File: src/rtl/cbk_pkg.sv
package cbk_pkg;

    localparam int          RND_W    = 16;
    localparam logic [15:0] RND_SEED = 16'hACE1;
    localparam int          BEB_CAP  = 10;

    typedef enum logic [1:0] {
        ST_IDLE,
        ST_JAM,
        ST_WAIT
    } cbk_state_e;

    typedef struct packed {
        logic retry;
        logic abort;
    } cbk_pulse_t;

    function automatic logic [RND_W-1:0] rnd_step(input logic [RND_W-1:0] s);
        return {s[RND_W-2:0], s[15] ^ s[13] ^ s[12] ^ s[10]};
    endfunction

    // Low min(n, BEB_CAP) bits set.
    function automatic logic [BEB_CAP-1:0] beb_mask(input int unsigned n);
        logic [BEB_CAP-1:0] m;
        for (int i = 0; i < BEB_CAP; i++) begin
            m[i] = (i < n);
        end
        return m;
    endfunction

endpackage

File: src/rtl/cbk_rnd.sv
module cbk_rnd
    import cbk_pkg::*;
#(
    parameter int OUT_W = BEB_CAP
) (
    input  logic             clk,
    input  logic             rst,
    output logic [OUT_W-1:0] rnd_o
);
    logic [RND_W-1:0] s_q;

    always_ff @(posedge clk) begin
        if (rst) s_q <= RND_SEED;
        else     s_q <= rnd_step(s_q);
    end

    assign rnd_o = s_q[OUT_W-1:0];

    assert_rnd_alive_R5: assert property (@(posedge clk) disable iff (rst)
        s_q != '0);
endmodule

File: src/rtl/cbk_jam.sv
module cbk_jam #(
    parameter int BYTES = 4,
    localparam int WORD_W = BYTES * 8,
    localparam int IDX_W  = (BYTES > 1) ? $clog2(BYTES) : 1
) (
    input  logic              clk,
    input  logic              rst,
    input  logic              load_i,
    input  logic [WORD_W-1:0] crc_i,
    input  logic              byte_en_i,
    output logic [7:0]        data_o,
    output logic              valid_o,
    output logic              done_o
);
    logic [WORD_W-1:0] word_q;
    logic [IDX_W-1:0]  idx_q;
    logic              last;

    assign last   = (idx_q == IDX_W'(BYTES - 1));
    assign done_o = valid_o && byte_en_i && last;
    assign data_o = word_q[idx_q*8 +: 8];

    always_ff @(posedge clk) begin
        if (rst) begin
            word_q  <= '0;
            idx_q   <= '0;
            valid_o <= 1'b0;
        end else if (load_i) begin
            word_q  <= ~crc_i;
            idx_q   <= '0;
            valid_o <= 1'b1;
        end else if (valid_o && byte_en_i) begin
            idx_q <= last ? '0 : idx_q + IDX_W'(1);
            if (last) valid_o <= 1'b0;
        end
    end

    assert_jam_inverted_R2: assert property (@(posedge clk) disable iff (rst)
        load_i |=> (valid_o && data_o == ~$past(crc_i[7:0])));

    assert_jam_hold_R3: assert property (@(posedge clk) disable iff (rst)
        (valid_o && !byte_en_i) |=> (valid_o && $stable(data_o)));
endmodule

File: src/rtl/cbk_backoff.sv
module cbk_backoff #(
    parameter int W = 10
) (
    input  logic         clk,
    input  logic         rst,
    input  logic         load_i,
    input  logic [W-1:0] count_i,
    input  logic         tick_i,
    output logic         busy_o,
    output logic         expire_o
);
    logic [W-1:0] cnt_q;

    assign expire_o = busy_o && (cnt_q == '0);

    always_ff @(posedge clk) begin
        if (rst) begin
            cnt_q  <= '0;
            busy_o <= 1'b0;
        end else if (load_i) begin
            cnt_q  <= count_i;
            busy_o <= 1'b1;
        end else if (expire_o) begin
            busy_o <= 1'b0;
        end else if (busy_o && tick_i) begin
            cnt_q <= cnt_q - W'(1);
        end
    end

    assert_wait_hold_R4: assert property (@(posedge clk) disable iff (rst)
        (busy_o && !tick_i && !expire_o) |=> (busy_o && cnt_q == $past(cnt_q)));

    assert_wait_load_R4: assert property (@(posedge clk) disable iff (rst)
        load_i |=> busy_o);
endmodule

File: src/rtl/coll_backoff_ctrl.sv
module coll_backoff_ctrl
    import cbk_pkg::*;
#(
    parameter int JAM_BYTES = 4,
    parameter int LIM_W     = 4,
    localparam int CRC_W    = JAM_BYTES * 8,
    localparam int CNT_W    = LIM_W + 1
) (
    input  logic             clk,
    input  logic             rst,
    input  logic             half_duplex_i,
    input  logic             tx_active_i,
    input  logic             collision_i,
    input  logic [CRC_W-1:0] crc_i,
    input  logic             byte_en_i,
    input  logic             slot_tick_i,
    input  logic             skip_backoff_i,
    input  logic [LIM_W-1:0] attempt_limit_i,
    input  logic             frame_ok_i,
    output logic [7:0]       jam_data_o,
    output logic             jam_valid_o,
    output logic             retry_o,
    output logic             excess_abort_o,
    output logic             backoff_busy_o
);
    cbk_state_e         state_q;
    logic [CNT_W-1:0]   att_q;
    logic [CNT_W-1:0]   n_next;
    logic [BEB_CAP-1:0] rnd;
    logic [BEB_CAP-1:0] wait_val;
    cbk_pulse_t         pulse_q;
    logic               trigger, jam_done, over, wait_load, expire;

    assign trigger   = !rst && state_q == ST_IDLE && half_duplex_i
                       && tx_active_i && collision_i;
    assign n_next    = att_q + CNT_W'(1);
    assign over      = n_next > {1'b0, attempt_limit_i};
    assign wait_val  = rnd & beb_mask(int'(n_next));
    assign wait_load = jam_done && !over && !skip_backoff_i;

    cbk_rnd #(.OUT_W(BEB_CAP)) u_rnd (
        .clk   (clk),
        .rst   (rst),
        .rnd_o (rnd)
    );

    cbk_jam #(.BYTES(JAM_BYTES)) u_jam (
        .clk       (clk),
        .rst       (rst),
        .load_i    (trigger),
        .crc_i     (crc_i),
        .byte_en_i (byte_en_i),
        .data_o    (jam_data_o),
        .valid_o   (jam_valid_o),
        .done_o    (jam_done)
    );

    cbk_backoff #(.W(BEB_CAP)) u_wait (
        .clk      (clk),
        .rst      (rst),
        .load_i   (wait_load),
        .count_i  (wait_val),
        .tick_i   (slot_tick_i),
        .busy_o   (backoff_busy_o),
        .expire_o (expire)
    );

    always_ff @(posedge clk) begin
        if (rst) begin
            state_q <= ST_IDLE;
            att_q   <= '0;
            pulse_q <= '0;
        end else begin
            pulse_q <= '0;
            unique case (state_q)
                ST_IDLE: begin
                    if (trigger)         state_q <= ST_JAM;
                    else if (frame_ok_i) att_q   <= '0;
                end
                ST_JAM: begin
                    if (jam_done) begin
                        if (over) begin
                            pulse_q.abort <= 1'b1;
                            att_q         <= '0;
                            state_q       <= ST_IDLE;
                        end else begin
                            att_q <= n_next;
                            if (skip_backoff_i) begin
                                pulse_q.retry <= 1'b1;
                                state_q       <= ST_IDLE;
                            end else begin
                                state_q <= ST_WAIT;
                            end
                        end
                    end
                end
                ST_WAIT: begin
                    if (expire) begin
                        pulse_q.retry <= 1'b1;
                        state_q       <= ST_IDLE;
                    end
                end
                default: state_q <= ST_IDLE;
            endcase
        end
    end

    assign retry_o        = pulse_q.retry;
    assign excess_abort_o = pulse_q.abort;

    assert_no_start_R1: assert property (@(posedge clk) disable iff (rst)
        (state_q == ST_IDLE && !half_duplex_i) |=> !jam_valid_o);

    assert_skip_path_R6: assert property (@(posedge clk) disable iff (rst)
        (jam_done && !over && skip_backoff_i) |=> (retry_o && !backoff_busy_o));

    assert_abort_quiet_R7: assert property (@(posedge clk) disable iff (rst)
        excess_abort_o |-> (!backoff_busy_o && !jam_valid_o && att_q == '0));

    assert_pulse_excl_R10: assert property (@(posedge clk) disable iff (rst)
        !(retry_o && excess_abort_o));

    assert_pulse_single_R10: assert property (@(posedge clk) disable iff (rst)
        (retry_o || excess_abort_o) |=> !(retry_o || excess_abort_o));
endmodule

File: config.mk
export PLATFORM = sky130hd
export DESIGN_NAME = coll_backoff_ctrl
export DESIGN_NICKNAME = d
export VERILOG_FILES = /design/src/rtl/cbk_pkg.sv /design/src/rtl/cbk_rnd.sv /design/src/rtl/cbk_jam.sv /design/src/rtl/cbk_backoff.sv /design/src/rtl/coll_backoff_ctrl.sv
export SDC_FILE = /design/constraint.sdc
export NUM_CORES = 1
export LEC_CHECK = 0
export CORE_ASPECT_RATIO = 0.8
export CORE_MARGIN = 5
export CORE_UTILIZATION = 48
export DETAILED_ROUTE_END_ITERATION = 10
export PLACE_DENSITY_LB_ADDON = 0.3
export SYNTH_ARGS = -nofsm -noshare
export SYNTH_HDL_FRONTEND = slang
export SYNTH_HIERARCHICAL = 1
export SYNTH_SLANG_ARGS = --single-unit
File: constraint.sdc
create_clock -name clk -period 2.6 [get_ports clk]
set_input_delay 0.26 -clock clk [delete_from_list [all_inputs] [get_ports clk]]
set_output_delay 0.26 -clock clk [all_outputs]
set_load 0.02 [all_outputs]
# [Yosys cells after proc, flatten, opt, wreduce, memory -nomap -nowiden]
# Index checks and enable logic that the tools add are counted.
[totals] reg_bits=71 input_bits=45 word_cells=93 out_inout_bits=12
[classes] bitwise=7 shifts=1 mux=26 n_lt_le_gt_ge=11 n_addsub=3 n_reduce_logical=26 n_eq_ne=9
[ops] cell="$not 32->32" n=1
[ops] cell="$shiftx 32x6->8" n=1
[ops] cell="$mux 10" n=3
[ops] cell="$lt 3x5->1 const A" n=4
[ops] cell="$mux 5" n=4
[ops] cell="$mux 2" n=7
[ops] cell="$and 10x10->10" n=1
[ops] cell="$logic_and 1x1->1" n=10
[ops] cell="$logic_not 10->1" n=1
[ops] cell="$lt 1x5->1 const A" n=2
[ops] cell="$lt 2x5->1 const A" n=2
[ops] cell="$lt 4x5->1 const A" n=2
[ops] cell="$ne 2x2->1 const B" n=5
[ops] cell="$pmux 5 s2" n=1
[ops] cell="$reduce_bool 2->1" n=5
[ops] cell="$sub 10x1->10 const B" n=1
[ops] cell="$mux 1" n=9
[ops] cell="$pmux 2 s3" n=1
[ops] cell="$add 5x1->5 const B" n=1
[ops] cell="$gt 5x4->1" n=1
[ops] cell="$eq 2x2->1 const B" n=2
[ops] cell="$reduce_and 2->1" n=2
[ops] cell="$reduce_and 4->1" n=1
[ops] cell="$logic_not 1->1" n=3
[ops] cell="other kinds (10)" n=13

# [Depth between registers and ports, before layout]
[depth] word_depth=7 mapped_depth=10 depth_no_buf=9

# [Hierarchy]
# Netlist, hierarchy kept.
[by_module_without_submodules] mod="cbk_jam" cells_per_inst=131 area_each_um2=1416.4 n_inst=1 seq_area_each_um2=700.7
[by_module_without_submodules] mod="coll_backoff_ctrl" cells_per_inst=95 area_each_um2=782.0 n_inst=1 seq_area_each_um2=180.2
[by_module_without_submodules] mod="cbk_backoff" cells_per_inst=74 area_each_um2=673.1 n_inst=1 seq_area_each_um2=220.2
[by_module_without_submodules] mod="cbk_rnd" cells_per_inst=46 area_each_um2=529.3 n_inst=1 seq_area_each_um2=320.3

# [Worst setup path after synthesis]
# OpenSTA, ideal clock, no wires.
[synth_timing] path_kind="reg-to-reg" from="register att_q[0]" to="register u_wait.cnt_q[9]" setup_ns=0.070 synth_period_minus_slack_ns=2.496 stages_incl_launch_ff=11 setup_slack_ns=0.104 arrival_time_ns=2.426 path_buffers=1 required_ns=2.530 cell_sequence="dfxtp_1 -> ha_1 -> xor2_1 -> ha_1 -> and4_1 -> a31o_2 -> and4b_1 -> clkinv_1 -> buf_2 -> o21bai_1 -> a21oi_1"
[synth_between] elab_chain_len=7 elab_cells_between_ends=11 cone_classes="1 x add/sub; 2 x order compare; 1 x eq/ne; 1 x mux; 1 x bitwise; 5 x reduce/logical"
[synth_lines] item="from (decl)" line_no="coll_backoff_ctrl.sv:27" text="logic [CNT_W-1:0] att_q;"
[synth_lines] item="from (signal assigned)" line_no="coll_backoff_ctrl.sv:87" text="att_q <= n_next;"
[synth_lines] item="$add 5x1->5 *" line_no="coll_backoff_ctrl.sv:36" text="assign n_next = att_q + CNT_W'(1);"
[synth_lines] item="$gt 5x4->1 *" line_no="coll_backoff_ctrl.sv:37" text="assign over = n_next > {1'b0, attempt_limit_i};"
[synth_lines] item="$logic_not 1->1 *" line_no="coll_backoff_ctrl.sv:39" text="assign wait_load = jam_done && !over && !skip_backoff_i;"
[synth_lines] item="$logic_and 1x1->1 * (2 in a row)" line_no="coll_backoff_ctrl.sv:39"
[synth_lines] item="named net wait_load" line_no="coll_backoff_ctrl.sv:32" text="logic trigger, jam_done, over, wait_load, expire;"
[synth_lines] item="$ne 2x1->1 (no line) / $reduce_bool 2->1 (equally long branches)"
[synth_lines] item="$reduce_and 2->1 (no line)"
[synth_lines] item="to (signal assigned)" line_no="cbk_backoff.sv:21" text="cnt_q <= count_i;"
[synth_lines] item="to (signal assigned)" line_no="cbk_backoff.sv:26" text="cnt_q <= cnt_q - W'(1);"
[synth_lines] item="to (decl)" line_no="cbk_backoff.sv:12" text="logic [W-1:0] cnt_q;"
# Mark *: on every way through the listed nets, which the timed path passes. The rest lies on a longest branch.
# A chain may end at the register's enable or synchronous reset.

# [Final worst setup path]
[layout_timing] from="register att_q[0]" to="register u_wait.cnt_q[7]"
# The elaborated chain is that of the path after synthesis.

==> report_table.html <==
<table>
<tr><th>Metric</th><th>Value</th></tr>
<tr><th colspan="2">Outcome</th></tr>
<tr><td>Run status</td><td>complete, no violations</td></tr>
<tr><th colspan="2">Drt</th></tr>
<tr><td>Length of the first detailed-routing pass in iterations</td><td>4</td></tr>
<tr><td>Detailed-route via count</td><td>approximately 2,600</td></tr>
<tr><td>DRC violation count after routing</td><td>0</td></tr>
<tr><td>Via-to-Cell Ratio</td><td>between 5 and 6</td></tr>
<tr><td>Total wire length after detailed routing</td><td>approximately 7400 um</td></tr>
<tr><td>DRC violation total after the first TritonRoute iteration</td><td>138</td></tr>
<tr><td>Final antenna-violating net count</td><td>0</td></tr>
<tr><td>Routed wire length per instance</td><td>roughly 15 um</td></tr>
<tr><th colspan="2">Clock tree</th></tr>
<tr><td>Worst-case clock buffer depth</td><td>2</td></tr>
<tr><td>Hold-fix buffers at CTS</td><td>0</td></tr>
<tr><td>Worst-Skew Late Latency</td><td>~330 ps</td></tr>
<tr><td>Clock Pin Slew Worst Setup and Hold Paths</td><td>around 80 ps</td></tr>
<tr><td>Number of sinks driven by the clock tree</td><td>a little over 70</td></tr>
<tr><td>TritonCTS buffer count</td><td>9</td></tr>
<tr><td>CTS H-tree lvls</td><td>3</td></tr>
<tr><td>Setup fix buffers added after clock tree synthesis</td><td>0</td></tr>
<tr><td>Total of cells resized after clock tree synthesis</td><td>3</td></tr>
<tr><td>Clock tree from TritonCTS</td><td>yes</td></tr>
<tr><td>Root buffer cell</td><td>sky130_fd_sc_hd__clkbuf_8</td></tr>
<tr><th colspan="2">Logic synthesis</th></tr>
<tr><td>Number of instances in the synthesized netlist</td><td>346</td></tr>
<tr><td>Count of cell types in the netlist</td><td>64</td></tr>
<tr><td>Net count after synthesis</td><td>401</td></tr>
<tr><td>Share of synthesized area occupied by flip-flops and latches</td><td>around two fifths</td></tr>
<tr><td>Mapped Avg Cell Area</td><td>9.83 um2</td></tr>
<tr><td>Primary FF master, synth</td><td>sky130_fd_sc_hd__dfxtp_1</td></tr>
<tr><td>Post-synthesis instance area</td><td>between 3000 and 4000 um2</td></tr>
<tr><td>Synth Warn #</td><td>6</td></tr>
<tr><td>Proportion of synthesized flip-flops having asynchronous set or reset</td><td>0%</td></tr>
<tr><td>Top post-synthesis cells by area</td><td>sky130_fd_sc_hd__dfxtp_1, sky130_fd_sc_hd__a211oi_1, sky130_fd_sc_hd__mux4_2</td></tr>
<tr><td>Share of Yosys cell area claimed by the top area cell type</td><td>a little over two fifths</td></tr>
<tr><td>Flip-flop and latch count after synthesis</td><td>between 70 and 80</td></tr>
<tr><td>Number of enable flip-flop cells after synthesis</td><td>0</td></tr>
<tr><td>Leading area contributor after synthesis</td><td>sky130_fd_sc_hd__dfxtp_1</td></tr>
<tr><th colspan="2">STA</th></tr>
<tr><td>Final hold slack</td><td>403 ps</td></tr>
<tr><td>Tmin final</td><td>2430 ps</td></tr>
<tr><td>Clock skew</td><td>8.93 ps</td></tr>
<tr><td>Setup Viol. Count Final</td><td>0</td></tr>
<tr><td>Transition time at the pin with the least slew margin</td><td>704 ps</td></tr>
<tr><td>Normalized max-slew margin</td><td>53.1%</td></tr>
<tr><td>F_max</td><td>a little over 0.4 GHz</td></tr>
<tr><td>Final Slew Violations</td><td>0</td></tr>
<tr><td>Unrepaired setup endpoints after global routing</td><td>false</td></tr>
<tr><td>Final Cycle Share</td><td>~94%</td></tr>
<tr><td>Fin. Hold Viols</td><td>0</td></tr>
<tr><td>Worst setup slack after layout</td><td>about 170 ps</td></tr>
<tr><th colspan="2">Cells and area</th></tr>
<tr><td>Leading cell type in the layout, fill and taps excluded</td><td>sky130_fd_sc_hd__dfxtp_1</td></tr>
<tr><td>Antenna diode count</td><td>0</td></tr>
<tr><td>Most frequent cells in the layout</td><td>sky130_fd_sc_hd__dfxtp_1, sky130_fd_sc_hd__clkdlybuf4s50_1, sky130_fd_sc_hd__nor2_1</td></tr>
<tr><td>Share of cells above drive strength 1</td><td>~14%</td></tr>
<tr><td>Layout-stage area growth over the synthesis result</td><td>25.1%</td></tr>
<tr><td>Number of nets in the layout</td><td>450</td></tr>
<tr><th colspan="2">Place</th></tr>
<tr><td>Global placer's final weighted congestion</td><td>around 0.83</td></tr>
<tr><td>Number of I/O port buffers</td><td>between 50 and 60</td></tr>
<tr><td>HPWL Detailed</td><td>5230 um</td></tr>
<tr><td>Placement Setup Slack</td><td>-16.3 ps</td></tr>
<tr><th colspan="2">Pwr</th></tr>
<tr><td>VDD IR-drop max</td><td>between 0.3 and 0.4 mV</td></tr>
<tr><td>Comb pwr share</td><td>under 10%</td></tr>
<tr><td>Proportion of power drawn by flip-flops and latches</td><td>47.4%</td></tr>
<tr><td>Relative contribution of the clock network to total power</td><td>approximately 44%</td></tr>
<tr><td>Power spent charging and discharging nets</td><td>0.528 mW</td></tr>
<tr><td>Switching part of the total</td><td>between 20% and 30%</td></tr>
<tr><td>Static power due to leakage</td><td>~1.5 nW</td></tr>
<tr><td>Internal power summed over all cells</td><td>1.88 mW</td></tr>
<tr><td>Power density normalized to cell area</td><td>around 570 nW/um2</td></tr>
<tr><th colspan="2">Worst setup path</th></tr>
<tr><td>Worst Path Arrival</td><td>~2700 ps</td></tr>
<tr><td>Category of the worst setup path launch point</td><td>register</td></tr>
<tr><td>Data required time of the worst path</td><td>between 2000 and 3000 ps</td></tr>
<tr><td>Reg2reg setup slack</td><td>roughly 170 ps</td></tr>
<tr><td>Register-to-Register Path Depth</td><td>10</td></tr>
<tr><td>Startpoint-to-endpoint class of the critical path</td><td>reg2reg</td></tr>
<tr><td>Critical path fanouts, max</td><td>17</td></tr>
<tr><td>CP endpoint kind</td><td>register</td></tr>
<tr><th colspan="2">Die</th></tr>
<tr><td>Full die area</td><td>8880 um2</td></tr>
<tr><td>Standard-cell row count</td><td>27</td></tr>
<tr><td>Initial Utilization</td><td>~49%</td></tr>
<tr><td>Die width</td><td>around 100 um</td></tr>
<tr><td>Core outline area</td><td>around 6900 um2</td></tr>
<tr><td>Chip Height</td><td>about 85 um</td></tr>
<tr><td>Number of primary I/O pins</td><td>57</td></tr>
<tr><th colspan="2">Global route</th></tr>
<tr><td>Met3 track demand over resource</td><td>approximately 5.6%</td></tr>
<tr><td>Maximum number of pins on one net before global-route repair</td><td>between 70 and 80</td></tr>
<tr><td>Initial antenna violation count</td><td>0</td></tr>
<tr><td>GRT Max-Usage Layer</td><td>met2</td></tr>
<tr><td>Overall fraction of global-route tracks in use</td><td>between 10% and 20%</td></tr>
<tr><td>First-pass GRT wire length</td><td>roughly 12,000 um</td></tr>
<tr><td>Met2 layer usage reported by global route</td><td>about 25%</td></tr>
<tr><td>Number of global-route vias before repair</td><td>2,473</td></tr>
<tr><td>GRT Residual Overflow</td><td>0</td></tr>
<tr><td>Global-route met1 utilization</td><td>~22%</td></tr>
<tr><th colspan="2">Hold path</th></tr>
<tr><td>Min-delay worst type</td><td>reg2reg</td></tr>
<tr><td>Min-Delay Path Depth</td><td>1</td></tr>
<tr><th colspan="2">Flow run</th></tr>
<tr><td>Max-Cap Viols</td><td>0</td></tr>
</table>
layout make-up:
| class | instances | area, um2 |
|---|---|---|
| Clock inverter | 7 | 120 |
| Inverter | 15 | 56.3 |
| Timing Repair Buffer | 66 | 647 |
| Clock buffer | 9 | 124 |
| Tap cell | 87 | 109 |
| Multi-Input combinational cell | 232 | 1780 |
| Sequential cell | 71 | 1420 |
| Fill cell | 587 | 2640 |
worst max-delay path, cell delays in order (launching register included):
cell and delay, ps:
sky130_fd_sc_hd__dfxtp_2 410, sky130_fd_sc_hd__and3_4 250, sky130_fd_sc_hd__xor2_4 190, sky130_fd_sc_hd__ha_1 300, sky130_fd_sc_hd__and4_1 170, sky130_fd_sc_hd__a31o_2 230
sky130_fd_sc_hd__and4b_1 260, sky130_fd_sc_hd__clkinv_1 70, sky130_fd_sc_hd__buf_6 160, sky130_fd_sc_hd__nor2_1 60, sky130_fd_sc_hd__a311oi_1 240
cell usage after synthesis, types with 3 or more instances:
library cell	instances
sky130_fd_sc_hd__dfxtp_1	71
sky130_fd_sc_hd__nor2_1	43
sky130_fd_sc_hd__a211oi_1	35
sky130_fd_sc_hd__inv_1	14
sky130_fd_sc_hd__nor2b_1	14
sky130_fd_sc_hd__buf_4	13
sky130_fd_sc_hd__a21oi_1	12
sky130_fd_sc_hd__buf_2	11
sky130_fd_sc_hd__ha_1	10
sky130_fd_sc_hd__nand2_1	10
sky130_fd_sc_hd__mux4_2	8
sky130_fd_sc_hd__or2_1	8
sky130_fd_sc_hd__nand3_1	6
sky130_fd_sc_hd__xor2_1	6
sky130_fd_sc_hd__xnor2_1	5
sky130_fd_sc_hd__a21boi_0	4
sky130_fd_sc_hd__and3_1	4
sky130_fd_sc_hd__o21ai_0	4
sky130_fd_sc_hd__a311oi_1	3
sky130_fd_sc_hd__buf_6	3
sky130_fd_sc_hd__nor3_1	3
sky130_fd_sc_hd__nor3b_1	3
sky130_fd_sc_hd__o211ai_1	3
cell families after synthesis:
logic type	after synthesis	share of synthesized area (%)
simple gates	116	19.1
buf+inv	43	7.25
fa+ha+maj	10	3.68
xor+xnor	12	3.31
mux	10	5.89
compound gates	84	18.9
flops	71	41.8
power groups by stage:
stage	logic [mW]	registers (mW)	clock network, mW
final	0.200	1.14	1.07
after detailed placement	0.200	1.17	0
after floorplan	0.119	1.16	0
after global placement	0.197	1.17	0
after global routing	0.221	1.15	1.14
after CTS	0.201	1.14	1.09
routing by layer:
metal	vias to the layer above	wire length (um)	share of wire, %
met1	1239	3470	47
li1	1348	-	-
met4	0	48	0.65
met5	-	0	0
met3	4	394	5.4
met2	54	3450	47
stage by stage:
step	area [um2]	utilization [%]	TNS, ps	std cells	power [mW]
finish	4260	61.7	0	487	2.41
global route	4260	61.7	0	487	2.51
global placement	3960	57.5	0	471	1.36
CTS	4220	61.2	0	487	2.43
detailed placement	3960	57.5	-16.3	471	1.37
floorplan	3400	-	0	346	1.28
worst paths after layout:
kind / start / to
worst max-delay path: att_q[0] / u_wait/cnt_q[7]
worst min-delay path: u_rnd/s_q[14] / u_rnd/s_q[15]
worst max register to register: att_q[0] / u_wait/cnt_q[7]
worst min register to register: u_rnd/s_q[14] / u_rnd/s_q[15]
state kept, by name, indices dropped and copies added (netlist names):
signal / count
u_jam/valid_o: 1
u_wait/busy_o: 1
excess_abort_o: 1
state_q: 2
u_wait/cnt_q: 10
u_jam/word_q: 32
u_jam/idx_q: 2
att_q: 5
retry_o: 1
u_rnd/s_q: 16
Note: power is estimated with default switching activity, not from simulation.
